==> config.mk <==
export PLATFORM = sky130hd
export DESIGN_NAME = link_power_ctrl
export DESIGN_NICKNAME = d
export VERILOG_FILES = /design/src/rtl/lpsc_pkg.sv /design/src/rtl/lpsc_datapath.sv /design/src/rtl/lpsc_control.sv /design/src/rtl/link_power_ctrl.sv
export SDC_FILE = /design/constraint.sdc
export NUM_CORES = 1
export LEC_CHECK = 0
export BUFFER_PORTS_ARGS = -buffer_cell sky130_fd_sc_hd__buf_4
export CAP_MARGIN = 0
export CORE_UTILIZATION = 58
export CTS_CLUSTER_SIZE = 30
export DETAILED_ROUTE_END_ITERATION = 10
export PLACE_DENSITY = 0.78
export SLEW_MARGIN = 20
export SYNTH_ARGS = -nofsm -noshare
export SYNTH_HDL_FRONTEND = slang
export SYNTH_HIERARCHICAL = 1
export SYNTH_SLANG_ARGS = --single-unit
==> constraint.sdc <==
create_clock -name clk -period 4.1 [get_ports clk]
set_clock_uncertainty 0.1 [all_clocks]
set_input_delay 0 -clock clk [delete_from_list [all_inputs] [get_ports clk]]
set_output_delay 0 -clock clk [all_outputs]
set_load 0.01 [all_outputs]
==> src/rtl/lpsc_pkg.sv <==
package lpsc_pkg;
  typedef enum logic [1:0] {
    DEV_D0    = 2'd0,
    DEV_D1    = 2'd1,
    DEV_D2    = 2'd2,
    DEV_D3HOT = 2'd3
  } devSt_e;

  typedef enum logic [1:0] {
    LNK_L0  = 2'd0,
    LNK_L0S = 2'd1,
    LNK_L1  = 2'd2,
    LNK_L2  = 2'd3
  } lnkSt_e;

  // strobes from control to datapath
  typedef struct packed {
    logic clrIdle;
    logic fireBeacon;
    logic clrSpent;
  } ctlStrobe_t;

  // status from datapath to control
  typedef struct packed {
    logic reachShort;
    logic reachLong;
    logic wakeFall;
    logic beaconSpent;
  } dpStatus_t;
endpackage

==> src/rtl/lpsc_datapath.sv <==
module lpsc_datapath
  import lpsc_pkg::*;
#(
  parameter int L0S_IDLE    = 64,
  parameter int L1_IDLE     = 1024,
  parameter int SYNC_STAGES = 2
) (
  input  logic       clk,
  input  logic       rstN,
  input  logic       pathIdle,
  input  logic       wakeN,
  input  ctlStrobe_t strobe,
  output dpStatus_t  status,
  output logic       beaconReq
);
  localparam int CNT_W = $clog2(L1_IDLE + 1);
  localparam logic [CNT_W-1:0] SHORT_M1 = CNT_W'(L0S_IDLE - 1);
  localparam logic [CNT_W-1:0] LONG_M1  = CNT_W'(L1_IDLE - 1);
  localparam logic [CNT_W-1:0] CNT_MAX  = CNT_W'(L1_IDLE);

  logic [CNT_W-1:0]     idleCnt;
  logic [SYNC_STAGES:0] wakeSync;
  logic                 beaconSpent;

  // consecutive idle counter, saturating at the long threshold
  always_ff @(posedge clk) begin
    if (!rstN) begin
      idleCnt <= '0;
    end else if (strobe.clrIdle || !pathIdle) begin
      idleCnt <= '0;
    end else if (idleCnt != CNT_MAX) begin
      idleCnt <= idleCnt + 1'b1;
    end
  end

  // synchroniser stages plus one delay stage for the edge detector
  genvar gi;
  generate
    for (gi = 0; gi <= SYNC_STAGES; gi++) begin : g_sync
      always_ff @(posedge clk) begin
        if (!rstN) begin
          wakeSync[gi] <= 1'b1;
        end else if (gi == 0) begin
          wakeSync[gi] <= wakeN;
        end else begin
          wakeSync[gi] <= wakeSync[(gi == 0) ? 0 : gi - 1];
        end
      end
    end
  endgenerate

  always_ff @(posedge clk) begin
    if (!rstN) begin
      beaconReq   <= 1'b0;
      beaconSpent <= 1'b0;
    end else begin
      beaconReq <= strobe.fireBeacon;
      if (strobe.fireBeacon) begin
        beaconSpent <= 1'b1;
      end else if (strobe.clrSpent) begin
        beaconSpent <= 1'b0;
      end
    end
  end

  always_comb begin
    status.reachShort  = pathIdle && (idleCnt >= SHORT_M1);
    status.reachLong   = pathIdle && (idleCnt >= LONG_M1);
    status.wakeFall    = wakeSync[SYNC_STAGES] && !wakeSync[SYNC_STAGES-1];
    status.beaconSpent = beaconSpent;
  end
endmodule

==> src/rtl/lpsc_control.sv <==
module lpsc_control
  import lpsc_pkg::*;
(
  input  logic       clk,
  input  logic       rstN,
  input  logic [1:0] devState,
  input  logic [1:0] aspmCtl,
  input  logic       aspmGateEn,
  input  logic       pathIdle,
  input  dpStatus_t  status,
  output ctlStrobe_t strobe,
  output logic [1:0] linkState
);
  devSt_e dev;
  lnkSt_e curLink;
  lnkSt_e nextLink;
  logic   aspmOn;

  assign dev     = devSt_e'(devState);
  assign curLink = lnkSt_e'(linkState);

  always_comb begin
    aspmOn = aspmGateEn && (aspmCtl != 2'b00) && (dev == DEV_D0);

    strobe.clrIdle    = !aspmOn || (curLink == LNK_L2);
    strobe.clrSpent   = (dev == DEV_D0);
    strobe.fireBeacon = status.wakeFall && (curLink == LNK_L2) && !status.beaconSpent;

    unique case (dev)
      DEV_D3HOT:      nextLink = LNK_L2;
      DEV_D1, DEV_D2: nextLink = LNK_L1;
      default: begin
        if (curLink == LNK_L2 || !aspmOn || !pathIdle) begin
          nextLink = LNK_L0;
        end else if (aspmCtl[1] && status.reachLong) begin
          nextLink = LNK_L1;
        end else if (aspmCtl[0] && status.reachShort) begin
          nextLink = LNK_L0S;
        end else begin
          nextLink = LNK_L0;
        end
      end
    endcase
  end

  always_ff @(posedge clk) begin
    if (!rstN) begin
      linkState <= LNK_L0;
    end else begin
      linkState <= nextLink;
    end
  end
endmodule

==> src/rtl/link_power_ctrl.sv <==
module link_power_ctrl
  import lpsc_pkg::*;
#(
  parameter int L0S_IDLE = 64,
  parameter int L1_IDLE  = 1024
) (
  input  logic       clk,
  input  logic       rstN,
  input  logic [1:0] devState,
  input  logic [1:0] aspmCtl,
  input  logic       aspmGateEn,
  input  logic       pathIdle,
  input  logic       wakeN,
  output logic [1:0] linkState,
  output logic       beaconReq
);
  ctlStrobe_t strobe;
  dpStatus_t  status;

  lpsc_control u_ctl (
    .clk        (clk),
    .rstN       (rstN),
    .devState   (devState),
    .aspmCtl    (aspmCtl),
    .aspmGateEn (aspmGateEn),
    .pathIdle   (pathIdle),
    .status     (status),
    .strobe     (strobe),
    .linkState  (linkState)
  );

  lpsc_datapath #(
    .L0S_IDLE    (L0S_IDLE),
    .L1_IDLE     (L1_IDLE),
    .SYNC_STAGES (2)
  ) u_dp (
    .clk       (clk),
    .rstN      (rstN),
    .pathIdle  (pathIdle),
    .wakeN     (wakeN),
    .strobe    (strobe),
    .status    (status),
    .beaconReq (beaconReq)
  );
endmodule

==> flow_summary.toml <==
[critical_path]
worstSetupStartpoint = "u_dp/idleCnt[2]"
worst_ep_arrival_time_ns = 2.32
required_ns = 4.25
worstSetupEndpoint = "u_ctl/linkState[0]"
worstSetupStartpointType = "flop"
r2r-start = "u_dp/idleCnt[2]"
critPathMaxFanout = 12
reg2reg_setup_slack_ns = 1.92
rr_worst_depth = 6
critical_path_class = "flop to flop"
crit_path_end_kind = "flop"
timing.rr.end = "u_ctl/linkState[0]"

[timing]
finalWorstSetupSlack_ns = 1.923
final_hold_viol_count = 0
rsz0062_at_grt = "no"
relSlewSlack_pct = 68.64
worst_pin_slew_ns = 0.4661
fin_setup_tns_ns = 0
period_share_pct = 53.09
max_freq_ghz = 0.4594
slew_viol_final = 0
finalCriticalPeriod_ns = 2.177
setup_viol_count_final = 0

[route]
dr.first_iter.drc_count = 34
via_count = 787
drcViolationCount = 0
drtPass1Iterations = 4
wl_um = 1937
postRouteAntennaNets = 0
vias_per_cell = 6.008
wl_per_cell_um = 14.79

[global_route]
grt_antenna_before_repair = 0
grt_overflow = 0
grt_pass1_vias = 624
grt_pass1_wl_um = 2753
grt_max_degree = 13
track_usage_pct = 25.85

[layout]
syn_to_final_growth_pct = 22.14
fin_area_um2 = 1070
layout.nets = 128
n_fill_cell = 94
drive_gt1_share_pct = 19.83
antenna_cells = 0

[run_status]
status = "finished, final reports clean"

[floorplan]
fp.coreArea_um2 = 1350
io-pin-count = 12
die_area_um2 = 1670
initial_core_util_pct = 64.87
row_count = 13
die_h_um = 40.86
die_w_um = 40.86

[clock_network]
tritoncts = "done"
root_buffer = "clkbuf_4"
numCtsBuffers = 3
cts_setup_buffers = 0
clkLatencyLatePin_ns = 0.29
clk_path_buf_depth = 2
cts.htree.levels = 1
post_cts_resized = 0
cts.sinks = 18
clk_pin_slew_worst_paths_ns = 0.11

[placed_design]
hpwlAfterDp_um = 1159
place_ws_ns = 2.415
port-buffer-count = 11
place.gp.congestion = 0.7045
dpl_cell_area_um2 = 953.4

[logic_synthesis]
synth_flop_cell = "dfxtp_1"
syn-instance-count = 96
synth_cell_types = 37
seq_area_frac_synth_pct = 41.14
postSynthAreaPerCell_um2 = 9.123
synth_edf_count = 0
syn_area_um2 = 875.8
syn_nets = 107
yosys_warnings = 6
synth-seq-cells = 18
synthArstFlopShare_pct = 0

[flow_run]
drv_cap = 0

[worst_hold_path]
hold_path.class = "input pin to flop"
hold-path-cell-count = 3

[pwr]
powerDensity_nw_per_um2 = 291.6
leakage_nw = 0.3723
peakVddDrop_v = 0.0002004
[sequential cells by signal (all words and copies together) (netlist names)]
register          cells
u_ctl/linkState       2
u_dp/wakeSync         3
u_dp/beaconSpent      1
u_dp/beaconReq        1
u_dp/idleCnt         11
[synthesized netlist by cell type, types with 3 or more instances]
cell / instances / area, um2
nand3_1: 7 / 35.03
nand2b_1: 3 / 18.77
inv_1: 5 / 18.77
o21ai_0: 3 / 15.01
or4_1: 3 / 22.52
nand2_1: 9 / 33.78
a21oi_1: 6 / 30.03
o31ai_1: 3 / 22.52
dfxtp_1: 18 / 360.4
[cell families (layout without fill, tap and decap cells)]
family	Yosys count	after routing	synth area share, %
AND/OR/NAND/NOR	44	44	30.43
AO/OA/AOI/OAI	20	20	16.43
flip-flops	18	18	41.14
buffers and inverters	8	28	4.857
adder cells (fa/ha/maj)	2	2	2.857
XOR/XNOR	2	2	2.000
multiplexers	2	2	2.286
[what timing repair did]
item,4_1_cts,5_1_grt
hold buffers,8,0
endpoints found under the setup margin,0,0
endpoints found under the hold margin,7,0
[critical path, cell delays in order, from the launching register on]
cell,delay [ns]
dfxtp_1,0.48
nand4_2,0.30
o211ai_1,0.25
and2_1,0.14
nand4_1,0.10
o31ai_2,0.19
dlygate4sd3_1,0.58
[cells in the final DEF (no fill, tap or decap), drive strengths merged]
cell	Yosys	layout
o21a	2	2
xor2	2	2
ha	2	2
nand4	3	3
inv	5	5
o2111ai	1	1
nand3	7	7
mux2i	2	2
o31ai	4	4
nor3b	1	1
dfxtp	18	18
and2	2	2
nand3b	1	1
nor2b	2	2
nor2	3	3
clkbuf	0	4
nor3	1	1
o21ai	3	3
a21boi	1	1
o211ai	1	1
or4	3	3
a211oi	1	1
or3	4	4
o22ai	1	1
dlygate4sd3	0	8
and3	1	1
a21oi	6	6
nand2	9	9
buf	3	11
and4	1	1
nor4	2	2
nand2b	3	3
and3b	1	1
[power by group]
| group | switching (mW) | total, mW | internal (mW) |
|---|---|---|---|
| sequential | 0.00108 | 0.178 | 0.177 |
| clock | 0.0559 | 0.110 | 0.0541 |
| combinational | 0.00974 | 0.0236 | 0.0139 |
| total | 0.0667 | 0.312 | 0.245 |
[routing by layer]
metal	up-vias	GRT usage (%)	share of wire (%)
li1	392	-	-
met1	363	33.77	45
met2	30	41.41	48
met3	2	3.261	5.8
met4	0	12.50	0.72
met5	-	0	0
[per-stage QoR]
stage / hold slack (ns) / std cells / power [mW] / util (%)
after floorplan: -0.02696 / 96 / 0.1878 / -
after global placement: 0.08674 / 119 / 0.1992 / 70.62
after detailed placement: 0.08842 / 119 / 0.1994 / 70.62
after CTS: 0.02475 / 131 / 0.3130 / 79.24
after global routing: 0.05428 / 131 / 0.3237 / 79.24
final: 0.04217 / 131 / 0.3119 / 79.24
[cell type report]
cell class	instances	area (um2)	share of cell area (%)
flip-flops and latches	18	360.3	33.68
repair buffers	19	162.7	15.20
well taps	15	18.77	1.754
inverters	5	18.77	1.754
multi-input cells	70	473.0	44.21
clock buffers	4	36.28	3.392
[how the worst min path moves through the flow]
stage | startpoint | endpoint | slack (ns)
finish | pathIdle | u_dp/idleCnt[6] | 0.04
global route | pathIdle | u_dp/idleCnt[6] | 0.05
CTS | pathIdle | u_dp/idleCnt[6] | 0.02
detailed placement | wakeN | u_dp/wakeSync[0] | 0.09
global placement | wakeN | u_dp/wakeSync[0] | 0.09
floorplan | rstN | u_dp/wakeSync[2] | -0.03
No activity file was read; power rests on OpenSTA's default activity.
